<file path="config.mk">
export PLATFORM = sky130hd
export DESIGN_NAME = rgn_fetch_gen
export DESIGN_NICKNAME = d
export VERILOG_FILES = /design/src/rtl/rfg_pkg.sv /design/src/rtl/rfg_geom.sv /design/src/rtl/rfg_cmd_seq.sv /design/src/rtl/rfg_rd_count.sv /design/src/rtl/rgn_fetch_gen.sv
export SDC_FILE = /design/constraint.sdc
export NUM_CORES = 1
export LEC_CHECK = 0
export BUFFER_PORTS_ARGS = -buffer_cell sky130_fd_sc_hd__buf_2
export CAP_MARGIN = 15
export CORE_UTILIZATION = 31
export CTS_CLUSTER_DIAMETER = 50
export DETAILED_ROUTE_END_ITERATION = 8
export GPL_TIMING_DRIVEN = 0
export HOLD_SLACK_MARGIN = 0.08
export PLACE_DENSITY = 0.47
export SLEW_MARGIN = 20
export SYNTH_ARGS = -nofsm -noshare
export SYNTH_HDL_FRONTEND = slang
export SYNTH_SLANG_ARGS = --single-unit
</file>
<file path="constraint.sdc">
create_clock -name clk -period 11 [get_ports clk]
set_input_delay 2.2 -clock clk [delete_from_list [all_inputs] [get_ports clk]]
set_output_delay 2.2 -clock clk [all_outputs]
set_load 0.1 [all_outputs]
</file>
<file path="src/rtl/rfg_pkg.sv">
// Shared constants and the command word slot order for the region fetch block.
package rfg_pkg;
    localparam int unsigned CMD_W     = 32;
    localparam int unsigned CMD_WORDS = 4;

    // Slot order is what the memory controller decodes; it must not change.
    typedef enum logic [1:0] {
        SLOT_XSIZE = 2'd0,
        SLOT_ADDR  = 2'd1,
        SLOT_YSIZE = 2'd2,
        SLOT_PITCH = 2'd3
    } slot_e;
endpackage

</file>
<file path="src/rtl/rfg_geom.sv">
// Region geometry: aligns the left edge to a word and counts the words per row.
// It also forms the start word address and the total word count. The command
// words are registered on load. The total is combinational so that the read
// counter can load it in the same cycle.
// Assumes PIX_PER_WORD is a power of two of at least 2 and that
// COORD_W + 1 <= 32.
module rfg_geom
    import rfg_pkg::*;
#(
    parameter int unsigned COORD_W      = 12,
    parameter int unsigned ADDR_W       = 30,
    parameter int unsigned PIX_PER_WORD = 4,
    localparam int unsigned SHIFT       = $clog2(PIX_PER_WORD),
    localparam int unsigned XW_W        = COORD_W + 1,
    localparam int unsigned LIN_W       = 2 * COORD_W + 1,
    localparam int unsigned CNT_W       = XW_W + COORD_W
)(
    input  logic                               clk,
    input  logic                               rst_n,
    input  logic                               load,
    input  logic [COORD_W-1:0]                 x,
    input  logic [COORD_W-1:0]                 y,
    input  logic [COORD_W-1:0]                 w,
    input  logic [COORD_W-1:0]                 h,
    input  logic [ADDR_W-1:0]                  base,
    input  logic [COORD_W-1:0]                 pitch,
    output logic [CNT_W-1:0]                   total,
    output logic [CMD_WORDS-1:0][CMD_W-1:0]    words
);
    localparam logic [COORD_W-1:0] SUB_MASK = COORD_W'(PIX_PER_WORD - 1);

    logic [COORD_W-1:0] x_al;
    logic [COORD_W+1:0] span;
    logic [XW_W-1:0]    x_words;
    logic [LIN_W-1:0]   lin;
    logic [LIN_W-1:0]   word_off;
    logic [ADDR_W-1:0]  start_addr;

    // Word-aligned geometry derived from the request fields.
    always_comb begin
        x_al       = x & ~SUB_MASK;
        span       = (COORD_W+2)'(x & SUB_MASK) + (COORD_W+2)'(w) + (COORD_W+2)'(PIX_PER_WORD - 1);
        x_words    = XW_W'(span >> SHIFT);
        lin        = LIN_W'(y) * LIN_W'(pitch) + LIN_W'(x_al);
        word_off   = lin >> SHIFT;
        start_addr = base + ADDR_W'(word_off);
        total      = CNT_W'(x_words) * CNT_W'(h);
    end

    // Capture the four command words when a request is taken.
    always_ff @(posedge clk) begin
        if (!rst_n) begin
            words <= '0;
        end else if (load) begin
            words[SLOT_XSIZE] <= CMD_W'(x_words);
            words[SLOT_ADDR]  <= CMD_W'(start_addr);
            words[SLOT_YSIZE] <= CMD_W'(h);
            words[SLOT_PITCH] <= CMD_W'(pitch);
        end
    end
endmodule

</file>
<file path="src/rtl/rfg_cmd_seq.sv">
// Command sequencer: writes the four registered words in slot order.
// It holds the current slot while the FIFO reports full. Assumes start is
// never raised while busy.
module rfg_cmd_seq
    import rfg_pkg::*;
(
    input  logic                             clk,
    input  logic                             rst_n,
    input  logic                             start,
    input  logic [CMD_WORDS-1:0][CMD_W-1:0]  words,
    input  logic                             cmd_full,
    output logic                             cmd_we,
    output logic [CMD_W-1:0]                 cmd_data,
    output logic                             busy
);
    logic [1:0] slot;
    logic       active;

    // Write enable waits for room; data is the word at the current slot.
    always_comb begin
        cmd_we   = active && !cmd_full;
        cmd_data = words[slot];
        busy     = active;
    end

    // Advance one slot per accepted write and stop after the last slot.
    always_ff @(posedge clk) begin
        if (!rst_n) begin
            active <= 1'b0;
            slot   <= 2'd0;
        end else if (start) begin
            active <= 1'b1;
            slot   <= 2'd0;
        end else if (cmd_we) begin
            if (slot == 2'(CMD_WORDS - 1)) begin
                active <= 1'b0;
            end
            slot <= slot + 2'd1;
        end
    end
endmodule

</file>
<file path="src/rtl/rfg_rd_count.sv">
// Read counter: pulls returned words while data is owed, then pulses done
// after the final read. A zero-size region pulses done at once.
// Assumes start is never raised while busy.
module rfg_rd_count #(
    parameter int unsigned CNT_W = 25
)(
    input  logic             clk,
    input  logic             rst_n,
    input  logic             start,
    input  logic [CNT_W-1:0] total,
    input  logic             rd_empty,
    output logic             rd_re,
    output logic             done,
    output logic             busy
);
    logic [CNT_W-1:0] remain;
    logic             active;

    // Read whenever words are owed and the FIFO has one.
    always_comb begin
        rd_re = active && !rd_empty;
        busy  = active;
    end

    // Load the word count, count it down, and flag completion.
    always_ff @(posedge clk) begin
        if (!rst_n) begin
            active <= 1'b0;
            remain <= '0;
            done   <= 1'b0;
        end else begin
            done <= 1'b0;
            if (start) begin
                remain <= total;
                active <= (total != '0);
                done   <= (total == '0);
            end else if (rd_re) begin
                remain <= remain - 1'b1;
                if (remain == CNT_W'(1)) begin
                    active <= 1'b0;
                    done   <= 1'b1;
                end
            end
        end
    end
endmodule

</file>
<file path="src/rtl/rgn_fetch_gen.sv">
// Top level: takes a rectangle request when idle, issues its four-word
// memory command and counts the returned data words to completion.
// Assumes the memory controller returns exactly the words of the rectangle.
module rgn_fetch_gen
    import rfg_pkg::*;
#(
    parameter int unsigned COORD_W      = 12,
    parameter int unsigned ADDR_W       = 30,
    parameter int unsigned PIX_PER_WORD = 4,
    localparam int unsigned CNT_W       = 2 * COORD_W + 1
)(
    input  logic               clk,
    input  logic               rst_n,
    input  logic               req_valid,
    output logic               req_ready,
    input  logic [COORD_W-1:0] req_x,
    input  logic [COORD_W-1:0] req_y,
    input  logic [COORD_W-1:0] req_w,
    input  logic [COORD_W-1:0] req_h,
    input  logic [ADDR_W-1:0]  frame_base,
    input  logic [COORD_W-1:0] line_pitch,
    output logic [CMD_W-1:0]   cmd_data,
    output logic               cmd_we,
    input  logic               cmd_full,
    input  logic [CMD_W-1:0]   rd_data,
    input  logic               rd_empty,
    output logic               rd_re,
    output logic [CMD_W-1:0]   rd_word,
    output logic               rd_word_valid,
    output logic               region_done
);
    logic                            accept;
    logic                            seq_busy;
    logic                            rd_busy;
    logic [CNT_W-1:0]                total;
    logic [CMD_WORDS-1:0][CMD_W-1:0] words;

    // Idle only when both the command and data sides have finished.
    always_comb begin
        req_ready     = !seq_busy && !rd_busy;
        accept        = req_valid && req_ready;
        rd_word       = rd_data;
        rd_word_valid = rd_re;
    end

    rfg_geom #(
        .COORD_W      (COORD_W),
        .ADDR_W       (ADDR_W),
        .PIX_PER_WORD (PIX_PER_WORD)
    ) u_geom (
        .clk   (clk),
        .rst_n (rst_n),
        .load  (accept),
        .x     (req_x),
        .y     (req_y),
        .w     (req_w),
        .h     (req_h),
        .base  (frame_base),
        .pitch (line_pitch),
        .total (total),
        .words (words)
    );

    rfg_cmd_seq u_seq (
        .clk      (clk),
        .rst_n    (rst_n),
        .start    (accept),
        .words    (words),
        .cmd_full (cmd_full),
        .cmd_we   (cmd_we),
        .cmd_data (cmd_data),
        .busy     (seq_busy)
    );

    rfg_rd_count #(
        .CNT_W (CNT_W)
    ) u_rd (
        .clk      (clk),
        .rst_n    (rst_n),
        .start    (accept),
        .total    (total),
        .rd_empty (rd_empty),
        .rd_re    (rd_re),
        .done     (region_done),
        .busy     (rd_busy)
    );
endmodule

</file>
* After elaboration in Yosys (flattened, before gate mapping)
Index checks and enable logic that the tools add are counted.
** Word-level totals
- Register bits after elaboration :: 96
- Latch bits :: 0
- Bits in writable memories :: 0
- ROM bits :: 0
- Input bits :: 127
- Output and inout bits :: 69
- Logic and storage cells :: 51
- Memories :: 0
** Operators by class
- $add $sub $neg :: 6
- $mul :: 2
- Div/mod/pow operators :: 0
- $lt $le $gt $ge :: 1
- Eq/ne operators :: 2
- Shift operators :: 0
- Multiplexer cells :: 13
- Bitwise operators :: 1
- Reductions and logical operators :: 17
** Operators by type and width (number)
- $bmux W32 S2 :: 1
- $mux W25 :: 2
- $mul A12 B12 Y24 :: 2
- $mux W32 :: 1
- $add A30 B23 Y30 :: 1
- $add A24 B12 Y25 :: 1
- $eq A25 B1 Y1 const B :: 1
- $logic_not A25 Y1 :: 1
- $reduce_bool A25 Y1 :: 1
- $sub A25 B1 Y25 const B :: 1
- $add A14 B2 Y14 const B :: 1
- $add A2 B12 Y13 :: 1
- $mux W1 :: 9
- $reduce_bool A2 Y1 :: 4
- $logic_and A1 B1 Y1 :: 4
- $logic_not A1 Y1 :: 4
- $reduce_and A2 Y1 :: 2
- $lt A2 B3 Y1 const B :: 1
- $add A2 B1 Y2 const B :: 1
- $eq A2 B2 Y1 const B :: 1
- $reduce_or A2 Y1 :: 1
- $not A1 Y1 :: 1

* Longest topological paths before layout
- Depth in word-level cells :: 5
- Mapped depth :: 33
- Gate-level depth less buffers :: 31

* Hierarchy
Synthesis repeated with hierarchy kept, for this count alone.
** Second synthesis, totals
- Cells, all modules :: 1940
- Area total of the unflattened synthesis :: 16651.0 µm²
** By module, submodules not included
- rfg_geom :: times used 1, cells each 1657, area an instance 13824.5 µm², seq. area each 1301.2 µm²
- rfg_rd_count :: times used 1, cells each 195, area an instance 1611.5 µm², seq. area each 540.5 µm²
- rfg_cmd_seq :: times used 1, cells each 53, area an instance 950.9 µm², seq. area each 60.1 µm²
- rgn_fetch_gen :: times used 1, cells each 35, area an instance 264.0 µm², seq. area each 0.0 µm²

* Worst setup path after synthesis
No wires, ideal clock.
- Path type :: input port to flip-flop
- Start point :: input req_x[0]
- End point :: register u_rd.done
- Library setup time :: 0.070 ns
- Arrival :: 9.081 ns
- Data required time :: 10.930 ns
- Path slack :: 1.849 ns
- Cell stages on the path :: 29
- Path buffers :: 2
- Cell sequence :: ha_1 -> inv_1 -> fa_1 -> xnor2_1 -> nand2_1 -> nor3_1 -> and3_1 -> o211ai_1 -> xnor2_1 -> clkbuf_1 -> nand2_1 -> fa_1 -> inv_1 -> fa_1 -> fa_1 -> fa_1 -> inv_1 -> fa_1 -> inv_1 -> ha_1 -> buf_6 -> a21o_1 -> a21o_2 -> o311a_1 -> a2111oi_2 -> nand2_2 -> nor4b_2 -> nand4_1 -> a21oi_1
** Between the ends
- Word-level cells in the longest chain between the ends :: 5
** Ends and longest elaborated chain
- start: declaration :: RTL line rgn_fetch_gen.sv:16 : input logic [COORD_W-1:0] req_x,
- $add A2 B12 Y13 :: RTL line rfg_geom.sv:42 : span = (COORD_W+2)'(x & SUB_MASK) + (COORD_W+2)'(w) + (COORD_W+2)'(PIX_PER_WORD - 1);
- $add A14 B2 Y14 :: RTL line rfg_geom.sv:42
- $mul A12 B12 Y24 :: RTL line rfg_geom.sv:47 : total = CNT_W'(x_words) * CNT_W'(h);
- $logic_not A25 Y1 :: RTL line rfg_rd_count.sv:36 : done <= (total == '0);
- $mux W1 :: RTL line rfg_rd_count.sv:33 : if (start) begin
- end signal: assignment :: RTL line rfg_rd_count.sv:36
- end: declaration :: RTL line rfg_rd_count.sv:13 : output logic done,
No other way between the ends.
A chain may end at the register's enable or synchronous reset.

* Worst setup path after layout
Same ends and word-level chain as after synthesis.

==> impl_metrics.prom <==
# TYPE chip_impl_metric gauge
chip_impl_info{name="min_path_type",value="reg2reg"} 1
chip_impl_info{name="min_from",value="u_geom.words[38]"} 1
chip_impl_info{name="rsz0062_at_grt",value="false"} 1
chip_impl_metric{name="finalHoldViolCount",unit=""} 0
chip_impl_metric{name="max_stage_delay",unit="ns"} 0.60
chip_impl_metric{name="worst_ep_required_time",unit="ns"} 11.28
chip_impl_metric{name="final-max-slew-violation-count",unit=""} 0
chip_impl_metric{name="critPathMaxFanout",unit=""} 10
chip_impl_metric{name="io_buffers",unit=""} 159
chip_impl_metric{name="placed_cell_count",unit=""} 2760
chip_impl_info{name="reg2reg_from",value="u_rd.remain[2]"} 1
chip_impl_metric{name="reg2regPathDepth",unit=""} 9
chip_impl_metric{name="finish.cell_count_without_fillers",unit=""} 2776
chip_impl_metric{name="seq_area_frac_synth",unit=""} 0.1210
chip_impl_metric{name="worst_hold_path.num_cells",unit=""} 2
chip_impl_metric{name="yosysWarnings",unit=""} 0
chip_impl_metric{name="num_io_pins",unit=""} 196
chip_impl_metric{name="postCtsSetupRepairBufs",unit=""} 0
chip_impl_info{name="worstSetupEndpointType",value="flip-flop"} 1
chip_impl_metric{name="die-width",unit="µm"} 228.4
chip_impl_metric{name="final_min_period_over_clock_period",unit=""} 0.9536
chip_impl_metric{name="max_clock_freq",unit="MHz"} 95.33
chip_impl_metric{name="die_height",unit="µm"} 228.4
chip_impl_metric{name="avgViaCountPerCell",unit=""} 4.831
chip_impl_metric{name="grt_util_all_layers",unit=""} 0.1851
chip_impl_metric{name="postLayoutSetupSlackWorst",unit="ns"} 0.5107
chip_impl_info{name="leading_cell_type_in_the_layout_fill_and_taps_excluded",value="sky130_fd_sc_hd__nand2_1"} 1
chip_impl_metric{name="clkLatencyLatePin",unit="ns"} 0.37
chip_impl_info{name="worstHoldEndpoint",value="u_geom.words[38]"} 1
chip_impl_metric{name="yosys_register_bits",unit=""} 96
chip_impl_metric{name="grt.overflow.total",unit=""} 0
chip_impl_metric{name="ant_nets",unit=""} 0
chip_impl_metric{name="ff2ff_setup_slack",unit="ns"} 8.38
chip_impl_metric{name="clkSinkCount",unit=""} 96
chip_impl_metric{name="place_ws",unit="ns"} 0.1475
chip_impl_metric{name="core-area",unit="µm²"} 50380
chip_impl_metric{name="synth.avg_cell_area",unit="µm²"} 8.285
chip_impl_info{name="mostFrequentLayoutCells",value="sky130_fd_sc_hd__nand2_1 (317), sky130_fd_sc_hd__inv_1 (274), sky130_fd_sc_hd__fa_1 (214), sky130_fd_sc_hd__buf_2 (161), sky130_fd_sc_hd__ha_1 (153)"} 1
chip_impl_info{name="cts-root-buf",value="sky130_fd_sc_hd__clkbuf_16"} 1
chip_impl_info{name="worstReg2RegEnd",value="u_rd.remain[23]"} 1
chip_impl_info{name="worst-setup-path-type",value="in2reg"} 1
chip_impl_metric{name="place_hpwl",unit="µm"} 40080
chip_impl_metric{name="measured_slew_at_the_worst_slew_check_pin",unit="ns"} 0.8731
chip_impl_metric{name="routed-via-count",unit=""} 13410
chip_impl_metric{name="synth_edf_count",unit=""} 0
chip_impl_metric{name="final_wirelength",unit="µm"} 47240
chip_impl_metric{name="synth_cells",unit=""} 1917
chip_impl_metric{name="route.detailed.wl_per_inst",unit="µm"} 17.02
chip_impl_metric{name="finClkSkew",unit="ns"} 0.01474
chip_impl_metric{name="synthArstFlopShare",unit=""} 0
chip_impl_metric{name="layout_net_count",unit=""} 2593
chip_impl_metric{name="first_global_vias",unit=""} 14130
chip_impl_metric{name="timing.final.setup_violations",unit=""} 0
chip_impl_metric{name="post_cts_resized",unit=""} 0
chip_impl_metric{name="drt-pass1-iter-count",unit=""} 5
chip_impl_metric{name="post_synth_instance_area",unit="µm²"} 15880
chip_impl_metric{name="finalCriticalPeriod",unit="ns"} 10.49
chip_impl_metric{name="cp.arrival",unit="ns"} 10.76
chip_impl_metric{name="antenna_cells_inserted",unit=""} 0
chip_impl_info{name="ys.flop_type",value="sky130_fd_sc_hd__dfxtp_1"} 1
chip_impl_metric{name="slew_headroom",unit=""} 0.4165
chip_impl_metric{name="cts-hold-fix-buffers",unit=""} 0
chip_impl_info{name="worst_setup_path_start_kind",value="input port"} 1
chip_impl_metric{name="dr.first_iter.drc_count",unit=""} 628
chip_impl_info{name="cts_tree",value="done"} 1
chip_impl_info{name="status",value="completed"} 1
chip_impl_metric{name="finalWeightedCongestion",unit=""} 0.8502
chip_impl_metric{name="grt_first_pass_wirelength",unit="µm"} 76160
chip_impl_metric{name="post_route_cells_drive_above_1_share",unit=""} 0.1231
chip_impl_metric{name="flow.area_growth_from_synthesis",unit="%"} 12.57
chip_impl_metric{name="synth.distinct_cells",unit=""} 86
chip_impl_metric{name="initial_antenna_violation_count",unit=""} 0
chip_impl_metric{name="clock_path_buffers",unit=""} 2
chip_impl_metric{name="cts.htree.levels",unit=""} 3
chip_impl_metric{name="cts.reportedPaths.clkPinSlew",unit="ns"} 0.09
chip_impl_metric{name="setup_total_negative_slack",unit="ns"} 0
chip_impl_info{name="slowest_library_cell_on_the_worst_path",value="sky130_fd_sc_hd__fa_1"} 1
chip_impl_metric{name="largest_net_degree_at_the_start_of_global_routing",unit=""} 22
chip_impl_metric{name="total_die_area",unit="µm²"} 52140
chip_impl_metric{name="std_cell_rows",unit=""} 82
chip_impl_metric{name="floorplan.initialDensity",unit=""} 0.3153
chip_impl_metric{name="remaining_drc_errors",unit=""} 0
chip_impl_metric{name="max-cap-violations",unit=""} 0
chip_impl_info{name="crit_top_cell",value="sky130_fd_sc_hd__fa_1"} 1
chip_impl_metric{name="cts_inserted_buffers",unit=""} 9
-- cell usage after synthesis (all sizes together), types with 4 or more instances --
master / count / share of area
inv: 275 / 0.065
a211o: 4 / 0.0022
nor2b: 7 / 0.0028
o31a: 4 / 0.0022
ha: 153 / 0.12
mux4: 12 / 0.017
a2111oi: 10 / 0.0076
o21ai: 43 / 0.014
clkbuf: 82 / 0.021
xnor2: 36 / 0.020
or3: 7 / 0.0028
nand4: 12 / 0.0047
o311ai: 4 / 0.0022
nand3: 28 / 0.0088
and4: 7 / 0.0039
nor3: 34 / 0.011
xor2: 27 / 0.015
nor3b: 5 / 0.0024
dfxtp: 96 / 0.12
and2: 121 / 0.048
a21oi: 120 / 0.040
nor4: 12 / 0.0047
a21o: 29 / 0.014
o21bai: 6 / 0.0028
o211ai: 12 / 0.0057
a221oi: 4 / 0.0022
a31oi: 10 / 0.0043
nor2: 75 / 0.018
o21a: 17 / 0.0081
a211oi: 11 / 0.0052
nand2b: 15 / 0.0059
and3: 14 / 0.0057
nand2: 318 / 0.075
buf: 43 / 0.020
mux2i: 4 / 0.0025
fa: 214 / 0.27
-- cell type report --
| class | instances | area (µm²) |
|---|---|---|
| Tap cell | 672 | 840.8 |
| Buffer | 125 | 653.1 |
| Multi-Input combinational cell | 1433 | 12320 |
| Clock inverter | 7 | 88.84 |
| Clock buffer | 9 | 225.2 |
| Fill cell | 5352 | 32500 |
| Sequential cell | 96 | 1922 |
| Inverter | 275 | 1032 |
| Timing Repair Buffer | 159 | 795.8 |
-- how the worst max path moves through the flow --
| stage | slack, ns | cells after the start | end | start |
|---|---|---|---|---|
| CTS | 0.49 | 31 | u_rd.done | req_x[0] |
| finish | 0.51 | 31 | u_rd.done | req_x[0] |
| detailed placement | 0.15 | 31 | u_rd.done | req_x[0] |
| floorplan | 1.85 | 29 | u_rd.done | req_x[0] |
| global placement | 0.13 | 29 | u_rd.done | req_x[0] |
| global route | 0.008 | 31 | u_rd.done | req_x[0] |
-- registers in the layout (all words and copies together) (netlist names) --
name and count:
u_rd.done 1, u_seq.busy 1, u_seq.slot 2, u_rd.remain 25, u_rd.busy 1, u_geom.words 66
-- worst max-delay path: cells and delay by family --
| family | cells | cell delay (ns) |
|---|---|---|
| compound gates | 8 | 1.84 |
| simple gates | 8 | 1.71 |
| xor+xnor | 1 | 0.52 |
| buf+inv | 6 | 0.90 |
| fa+ha+maj | 8 | 3.60 |
-- through the flow --
stage          area, µm²    util  hold slack [ns]
2_1_floorplan      15930       -           0.4260
3_3_place_gp       17560  0.3487           0.4384
3_5_place_dp       17560  0.3487           0.4435
4_1_cts            17880  0.3549           0.4540
5_1_grt            17880  0.3549           0.4705
6_report           17880  0.3549           0.4563
-- cell families after synthesis --
family	synth area share
and+or+nand+nor	0.2040
buffers and inverters	0.1061
adders and majority gates	0.3903
AOI/OAI and AO/OA	0.1239
DFF	0.1210
xor gates and xnor gates	0.03474
muxes	0.01954
other	0.0004728
-- layer usage --
| layer | vias up | global-route usage | wire length, µm | part of all wire |
|---|---|---|---|---|
| met5 | - | 0 | 0 | 0 |
| met2 | 245 | 0.3333 | 23490 | 0.50 |
| met1 | 6579 | 0.2323 | 20930 | 0.44 |
| met3 | 62 | 0.01485 | 1395 | 0.030 |
| li1 | 6524 | - | - | - |
| met4 | 0 | 0.06145 | 1416 | 0.030 |
Power is left out: the tool's default activity adds up to more than one toggle a clock period on the data nets, which glitch-free logic cannot reach.
